===== src/rtl/upcnt_timer_pkg.sv =====
package upcnt_timer_pkg;
  localparam int TMR_W  = 32;
  localparam int PTV_W  = 3;
  localparam int CTRL_W = 15;
  localparam int EVT_W  = 3;
  localparam int ADDR_W = 4;

  // event bit positions in status, interrupt mask and wakeup mask
  localparam int EV_MATCH = 0;
  localparam int EV_OVF   = 1;
  localparam int EV_CAP   = 2;

  // control bit positions used inside this block
  localparam int C_START = 0;
  localparam int C_AR    = 1;
  localparam int C_PTV   = 2;
  localparam int C_PRE   = 5;
  localparam int C_CE    = 6;

  // system config bit positions
  localparam int S_SRST   = 1;
  localparam int S_POSTED = 2;

  typedef enum logic [ADDR_W-1:0] {
    A_CTRL   = 4'd0,
    A_COUNT  = 4'd1,
    A_LOAD   = 4'd2,
    A_TRIG   = 4'd3,
    A_MATCH  = 4'd4,
    A_STATUS = 4'd5,
    A_IRQEN  = 4'd6,
    A_WAKEEN = 4'd7,
    A_SYS    = 4'd8
  } regAddr_e;

  typedef struct packed {
    logic              softRst;
    logic              ctrlWr;
    logic              cntWr;
    logic              trigLoad;
    logic              start;
    logic              autoReload;
    logic              preEn;
    logic [PTV_W-1:0]  ptv;
    logic              cmpEn;
    logic [TMR_W-1:0]  wrVal;
    logic [TMR_W-1:0]  loadVal;
    logic [TMR_W-1:0]  matchVal;
  } dpCmd_t;

  typedef struct packed {
    logic              ovfNow;
    logic              matchNow;
    logic [TMR_W-1:0]  count;
  } dpStat_t;
endpackage


===== src/rtl/upcnt_timer_dp.sv =====
module upcnt_timer_dp
  import upcnt_timer_pkg::*;
#(
  parameter int W  = TMR_W,
  parameter int PW = PTV_W
) (
  input  logic    clk,
  input  logic    rstN,
  input  dpCmd_t  cmd,
  output dpStat_t stat,
  output logic    ovfStrobe,
  output logic    matchStrobe
);
  localparam int PSC_W = 1 << PW;

  logic [W-1:0]     countQ, countD, countInc;
  logic [PSC_W-1:0] pscQ, pscD, pscMask;
  logic [PW:0]      shAmt;
  logic             tick, atMax, override, ovfNow, matchNow;
  logic             ovfQ, matchQ;

  always_comb begin
    shAmt    = {1'b0, cmd.ptv} + {{PW{1'b0}}, 1'b1};
    pscMask  = ~({PSC_W{1'b1}} << shAmt);
    tick     = cmd.start & (~cmd.preEn | (pscQ == pscMask));
    atMax    = &countQ;
    countInc = countQ + W'(1);
    override = cmd.softRst | cmd.cntWr | cmd.trigLoad;
    ovfNow   = tick & atMax & ~override;
    matchNow = tick & cmd.cmpEn & ~atMax & ~override & (countInc == W'(cmd.matchVal));
  end

  always_comb begin
    countD = countQ;
    if (cmd.softRst)       countD = '0;
    else if (cmd.cntWr)    countD = W'(cmd.wrVal);
    else if (cmd.trigLoad) countD = W'(cmd.loadVal);
    else if (tick) begin
      if (atMax) countD = cmd.autoReload ? W'(cmd.loadVal) : '0;
      else       countD = countInc;
    end
  end

  always_comb begin
    if (cmd.softRst || cmd.ctrlWr || !cmd.start || !cmd.preEn) pscD = '0;
    else if (pscQ == pscMask)                                  pscD = '0;
    else                                                       pscD = pscQ + PSC_W'(1);
  end

  always_ff @(posedge clk or negedge rstN) begin
    if (!rstN) begin
      countQ <= '0;
      pscQ   <= '0;
      ovfQ   <= 1'b0;
      matchQ <= 1'b0;
    end else begin
      countQ <= countD;
      pscQ   <= pscD;
      ovfQ   <= ovfNow;
      matchQ <= matchNow;
    end
  end

  assign stat.ovfNow   = ovfNow;
  assign stat.matchNow = matchNow;
  assign stat.count    = TMR_W'(countQ);
  assign ovfStrobe     = ovfQ;
  assign matchStrobe   = matchQ;
endmodule


===== src/rtl/upcnt_timer_regs.sv =====
module upcnt_timer_regs
  import upcnt_timer_pkg::*;
#(
  parameter int W  = TMR_W,
  parameter int CW = CTRL_W,
  parameter int EW = EVT_W,
  parameter int AW = ADDR_W
) (
  input  logic          clk,
  input  logic          rstN,
  input  logic          wrEn,
  input  logic [AW-1:0] addr,
  input  logic [W-1:0]  wrData,
  output logic [W-1:0]  rdData,
  input  logic          capEvt,
  input  dpStat_t       stat,
  output dpCmd_t        cmd,
  output logic          irq,
  output logic          wakePulse,
  output logic [EW-1:0] wakeEnOut
);
  logic [CW-1:0] ctrlQ;
  logic [W-1:0]  loadQ, matchQ;
  logic [EW-1:0] statusQ, irqEnQ, wakeEnQ, evtVec;
  logic          postedQ, wakeQ;
  logic          selCtrl, selCount, selLoad, selTrig, selMatch;
  logic          selStatus, selIrqEn, selWakeEn, selSys, softRst, stopReq;

  always_comb begin
    selCtrl   = wrEn && (addr == A_CTRL);
    selCount  = wrEn && (addr == A_COUNT);
    selLoad   = wrEn && (addr == A_LOAD);
    selTrig   = wrEn && (addr == A_TRIG);
    selMatch  = wrEn && (addr == A_MATCH);
    selStatus = wrEn && (addr == A_STATUS);
    selIrqEn  = wrEn && (addr == A_IRQEN);
    selWakeEn = wrEn && (addr == A_WAKEEN);
    selSys    = wrEn && (addr == A_SYS);
    softRst   = selSys && wrData[S_SRST];
    evtVec    = '0;
    evtVec[EV_MATCH] = stat.matchNow;
    evtVec[EV_OVF]   = stat.ovfNow;
    evtVec[EV_CAP]   = capEvt;
    stopReq   = stat.ovfNow && !ctrlQ[C_AR];
  end

  always_ff @(posedge clk or negedge rstN) begin
    if (!rstN) begin
      ctrlQ   <= '0;
      loadQ   <= '0;
      matchQ  <= '0;
      statusQ <= '0;
      irqEnQ  <= '0;
      wakeEnQ <= '0;
      postedQ <= 1'b1;
      wakeQ   <= 1'b0;
    end else if (softRst) begin
      ctrlQ   <= '0;
      loadQ   <= '0;
      matchQ  <= '0;
      statusQ <= '0;
      irqEnQ  <= '0;
      wakeEnQ <= '0;
      postedQ <= 1'b1;
      wakeQ   <= 1'b0;
    end else begin
      if (selCtrl)      ctrlQ <= wrData[CW-1:0];
      else if (stopReq) ctrlQ[C_START] <= 1'b0;
      if (selLoad)   loadQ   <= wrData;
      if (selMatch)  matchQ  <= wrData;
      if (selIrqEn)  irqEnQ  <= wrData[EW-1:0];
      if (selWakeEn) wakeEnQ <= wrData[EW-1:0];
      if (selSys)    postedQ <= wrData[S_POSTED];
      // a new event wins over a clearing write in the same cycle
      statusQ <= (statusQ & ~(selStatus ? wrData[EW-1:0] : {EW{1'b0}}))
               | (evtVec & irqEnQ);
      wakeQ   <= |(evtVec & wakeEnQ);
    end
  end

  always_comb begin
    rdData = '0;
    case (addr)
      A_CTRL:   rdData = W'(ctrlQ);
      A_COUNT:  rdData = W'(stat.count);
      A_LOAD:   rdData = loadQ;
      A_TRIG:   rdData = '1;
      A_MATCH:  rdData = matchQ;
      A_STATUS: rdData = W'(statusQ);
      A_IRQEN:  rdData = W'(irqEnQ);
      A_WAKEEN: rdData = W'(wakeEnQ);
      A_SYS:    rdData = W'({postedQ, 2'b00});
      default:  rdData = '0;
    endcase
  end

  always_comb begin
    cmd.softRst    = softRst;
    cmd.ctrlWr     = selCtrl;
    cmd.cntWr      = selCount;
    cmd.trigLoad   = selTrig;
    cmd.start      = ctrlQ[C_START];
    cmd.autoReload = ctrlQ[C_AR];
    cmd.preEn      = ctrlQ[C_PRE];
    cmd.ptv        = ctrlQ[C_PTV +: PTV_W];
    cmd.cmpEn      = ctrlQ[C_CE];
    cmd.wrVal      = TMR_W'(wrData);
    cmd.loadVal    = TMR_W'(loadQ);
    cmd.matchVal   = TMR_W'(matchQ);
  end

  assign irq       = |statusQ;
  assign wakePulse = wakeQ;
  assign wakeEnOut = wakeEnQ;
endmodule


===== src/rtl/upcnt_timer.sv =====
module upcnt_timer
  import upcnt_timer_pkg::*;
(
  input  logic              clk,
  input  logic              rstN,
  input  logic              wrEn,
  input  logic [ADDR_W-1:0] addr,
  input  logic [TMR_W-1:0]  wrData,
  output logic [TMR_W-1:0]  rdData,
  input  logic              capEvt,
  output logic              irq,
  output logic              wakePulse,
  output logic              ovfStrobe,
  output logic              matchStrobe
);
  dpCmd_t           cmd;
  dpStat_t          stat;
  logic [EVT_W-1:0] wakeEn;

  upcnt_timer_regs #(
    .W(TMR_W), .CW(CTRL_W), .EW(EVT_W), .AW(ADDR_W)
  ) i_regs (
    .clk(clk), .rstN(rstN), .wrEn(wrEn), .addr(addr), .wrData(wrData),
    .rdData(rdData), .capEvt(capEvt), .stat(stat), .cmd(cmd),
    .irq(irq), .wakePulse(wakePulse), .wakeEnOut(wakeEn)
  );

  upcnt_timer_dp #(
    .W(TMR_W), .PW(PTV_W)
  ) i_dp (
    .clk(clk), .rstN(rstN), .cmd(cmd), .stat(stat),
    .ovfStrobe(ovfStrobe), .matchStrobe(matchStrobe)
  );
endmodule


===== config.mk =====
export PLATFORM = sky130hd
export DESIGN_NAME = upcnt_timer
export DESIGN_NICKNAME = d
export VERILOG_FILES = /design/src/rtl/upcnt_timer_pkg.sv /design/src/rtl/upcnt_timer_dp.sv /design/src/rtl/upcnt_timer_regs.sv /design/src/rtl/upcnt_timer.sv
export SDC_FILE = /design/constraint.sdc
export NUM_CORES = 1
export LEC_CHECK = 0
export CAP_MARGIN = 20
export CORE_MARGIN = 5
export CORE_UTILIZATION = 65
export CTS_CLUSTER_SIZE = 16
export DETAILED_ROUTE_END_ITERATION = 8
export PLACE_DENSITY = 0.95
export SKIP_CTS_REPAIR_TIMING = 1
export SKIP_LAST_GASP = 1
export SYNTH_ARGS = -nofsm -noshare
export SYNTH_HDL_FRONTEND = slang
export SYNTH_HIERARCHICAL = 1
export SYNTH_SLANG_ARGS = --single-unit

===== constraint.sdc =====
create_clock -name clk -period 4.6 [get_ports clk]
set_input_delay 0.46 -clock clk [delete_from_list [all_inputs] [get_ports clk]]
set_output_delay 0.46 -clock clk [all_outputs]
set_load 0.05 [all_outputs]

==> flow_metrics.env <==
export IMPL_grt_overflow=0
export IMPL_clockBufferDepth=2
export IMPL_cts_sinks=132
export IMPL_finalPower_w=0.005484
export IMPL_hp_class="in -> async"
export IMPL_num_vias=10010
export IMPL_stdcell_count=1366
export IMPL_synth_edf_count=0
export IMPL_final_common_cell="a21oi_1"
export IMPL_drt_first_pass_iters=7
export IMPL_status="completed"
export IMPL_max_freq_mhz=266.6
export IMPL_place_area_mm2=0.01013
export IMPL_slew_viol_final=0
export IMPL_rows=45
export IMPL_port_buffers=75
export IMPL_p_per_area_mw_per_mm2=509.5
export IMPL_start_kind="register"
export IMPL_yosysWarnings=6
export IMPL_post_route_cell_area_mm2=0.01076
export IMPL_ys_types=82
export IMPL_peakVddDrop_v=0.0003297
export IMPL_area_growth_pct=8.954
export IMPL_layout_nets=1209
export IMPL_clk_root_buffer_cell="clkbuf_16"
export IMPL_clock_latency_ps=440
export IMPL_routedWlPerCell_um=22.71
export IMPL_core_mm2=0.01503
export IMPL_antenna_left=0
export IMPL_post_route_period_util=0.8153
export IMPL_syn_avg_cell_area_um2=8.199
export IMPL_grt_max_degree=103
export IMPL_path_cells="nand4_4 > nor4_4 > and4_2 > a2bb2oi_1 > nand3_1 > or4_1 > nor4_2 > nand2_1 > a311oi_1"
export IMPL_period_minus_slack_ps=3750
export IMPL_crit_type="reg -> reg"
export IMPL_grt_pass1_wl_um=49250
export IMPL_drv_cap=0
export IMPL_cts_made_buffers=17
export IMPL_pin_count=76
export IMPL_h_tree_depth=4
export IMPL_antenna_found_initial=1
export IMPL_cts_tree="yes"
export IMPL_rsz0062_at_grt="false"
export IMPL_p_leak_nw=4.378
export IMPL_drc=0
export IMPL_setup_viol=0
export IMPL_critPathSlowestCell="nor4_4"
export IMPL_whs_ps=156.4
export IMPL_synth_nets=1249
export IMPL_die_area_mm2=0.01776
export IMPL_drive_gt1_frac=0.09508
export IMPL_die_y_um=133.3
export IMPL_slowest_delay_ps=790
export IMPL_globalplace_congestion=0.9618
export IMPL_postSynth_asyncResetShare=1.000
export IMPL_tightest_slew_ps=971.5
export IMPL_hpwlAfterDp_um=19470
export IMPL_crit_arrival_ps=4080
export IMPL_synth_cells=1205
export IMPL_initial_utilization=0.6572
export IMPL_ys_flop_type="dfrtp_1"
export IMPL_drt_iter0_drc=1766
export IMPL_hold_viol_final=0
export IMPL_endpoint_kind="register"
export IMPL_ys_seq_elements=132
export IMPL_antenna_diode_count=0
export IMPL_syn_area_mm2=0.009879
export IMPL_required_ps=4930
export IMPL_grtUsageTotal=0.3401
export IMPL_clkTransAtPathRegs_ps=60
export IMPL_critPathMaxFanout=13
export IMPL_grt_pass1_vias=9588
export IMPL_fin_worst_skew_ps=11.07
export IMPL_tns_ps=0
export IMPL_most_common_layout_cells="a21oi_1 (145), dfrtp_1 (131), o21ai_0 (117)"
export IMPL_dp_cells=1334
export IMPL_viasPerCell=7.325
export IMPL_slew_headroom=0.3523
export IMPL_wl_um=31020
export IMPL_fp_dieW_um=133.3
export IMPL_ys_seq_area_frac=0.3345
[per-stage QoR]
step / setup slack (ps) / util
detailed placement: 1009 / 0.6741
global placement: 1073 / 0.6731
global route: 675.6 / 0.7160
CTS: 929.9 / 0.7160
finish: 849.7 / 0.7160
floorplan: 1613 / -
[flip-flops by register name (all words and copies together) (netlist names)]
name and count:
i_regs/matchQ 32, i_dp/matchStrobe 1, i_dp/countQ 32, i_dp/pscQ 8
i_dp/ovfStrobe 1, i_regs/wakeEnOut 3, i_regs/postedQ 1, i_regs/loadQ 32
i_regs/irqEnQ 3, i_regs/statusQ 3, i_regs/ctrlQ 15, i_regs/wakePulse 1
[routing by layer]
layer	global-route usage	wire length, µm	up-vias
li1	-	-	4271
met1	0.4267	11170	4691
met2	0.5477	14420	861
met3	0.07477	3855	183
met4	0.1886	1582	0
met5	0	0	-
[worst max-delay path: cells and delay by family, from the launching register on]
family,cells,cell delay (ps)
AO/OA/AOI/OAI,2,530
flip-flops,1,590
AND/OR/NAND/NOR,7,2530
[cell usage after synthesis, drive strengths merged (3+ instances only)]
master,instances,share of area
a211o,29,0.026
a211oi,3,0.0023
a21o,18,0.014
a21oi,145,0.073
a221oi,27,0.024
a22oi,15,0.011
a2bb2oi,3,0.0027
a311oi,4,0.0035
a31o,3,0.0027
a31oi,7,0.0044
a32o,3,0.0030
and3,10,0.0065
and3b,7,0.0062
and4,5,0.0046
buf,108,0.076
clkbuf,52,0.020
dfrtp,131,0.33
ha,4,0.0051
inv,45,0.017
mux2,3,0.0034
mux2i,6,0.0061
nand2,66,0.025
nand2b,9,0.0057
nand3,107,0.056
nand4,23,0.018
nor2,62,0.026
nor2b,17,0.011
nor3,11,0.0067
nor3b,5,0.0049
nor4,12,0.017
o2111ai,6,0.0053
o211ai,3,0.0023
o21ai,124,0.063
o22ai,24,0.015
or2,4,0.0025
or3,3,0.0024
or4,5,0.0042
xnor2,36,0.032
xnor3,4,0.0091
xor2,28,0.025
[final timing paths]
check	start	end	slack [ps]	cells after the start
worst min-delay path	rstN	i_regs/ctrlQ[14]	160	1
worst min register to register	i_regs/postedQ	i_regs/postedQ	500	2
worst max-delay path	i_dp/countQ[12]	i_regs/statusQ[0]	850	9
min in group clk	i_regs/postedQ	i_regs/postedQ	500	2
worst max register to register	i_dp/countQ[12]	i_regs/statusQ[0]	850	9
max in group asynchronous	rstN	i_regs/postedQ	3370	2
[cells by family (layout without fill, tap and decap cells)]
kind of cell	after synthesis	in the layout	synth area share
compound gates	432	432	0.2682
simple gates	355	355	0.2040
buf+inv	205	178	0.1128
flops	132	132	0.3345
xor+xnor	68	68	0.06586
mux	9	9	0.009498
fa+ha+maj	4	4	0.005066
[final cells by class]
type	count	area (µm²)
Inverter	45	168.9
Fill cell	1055	4269
Clock buffer	17	425.4
Sequential cell	132	3304
Clock inverter	15	205.2
Multi-Input combinational cell	868	5500
Timing Repair Buffer	101	924.6
Tap cell	188	235.2
[where the power goes]
group / leakage, nW / internal, W / switching [W]
Sequential: 1.65 / 0.00143 / 0.000522
Combinational: 2.44 / 0.000908 / 0.00116
Clock: 0.289 / 0.000910 / 0.000559
No activity file was read; power rests on OpenSTA's default activity.
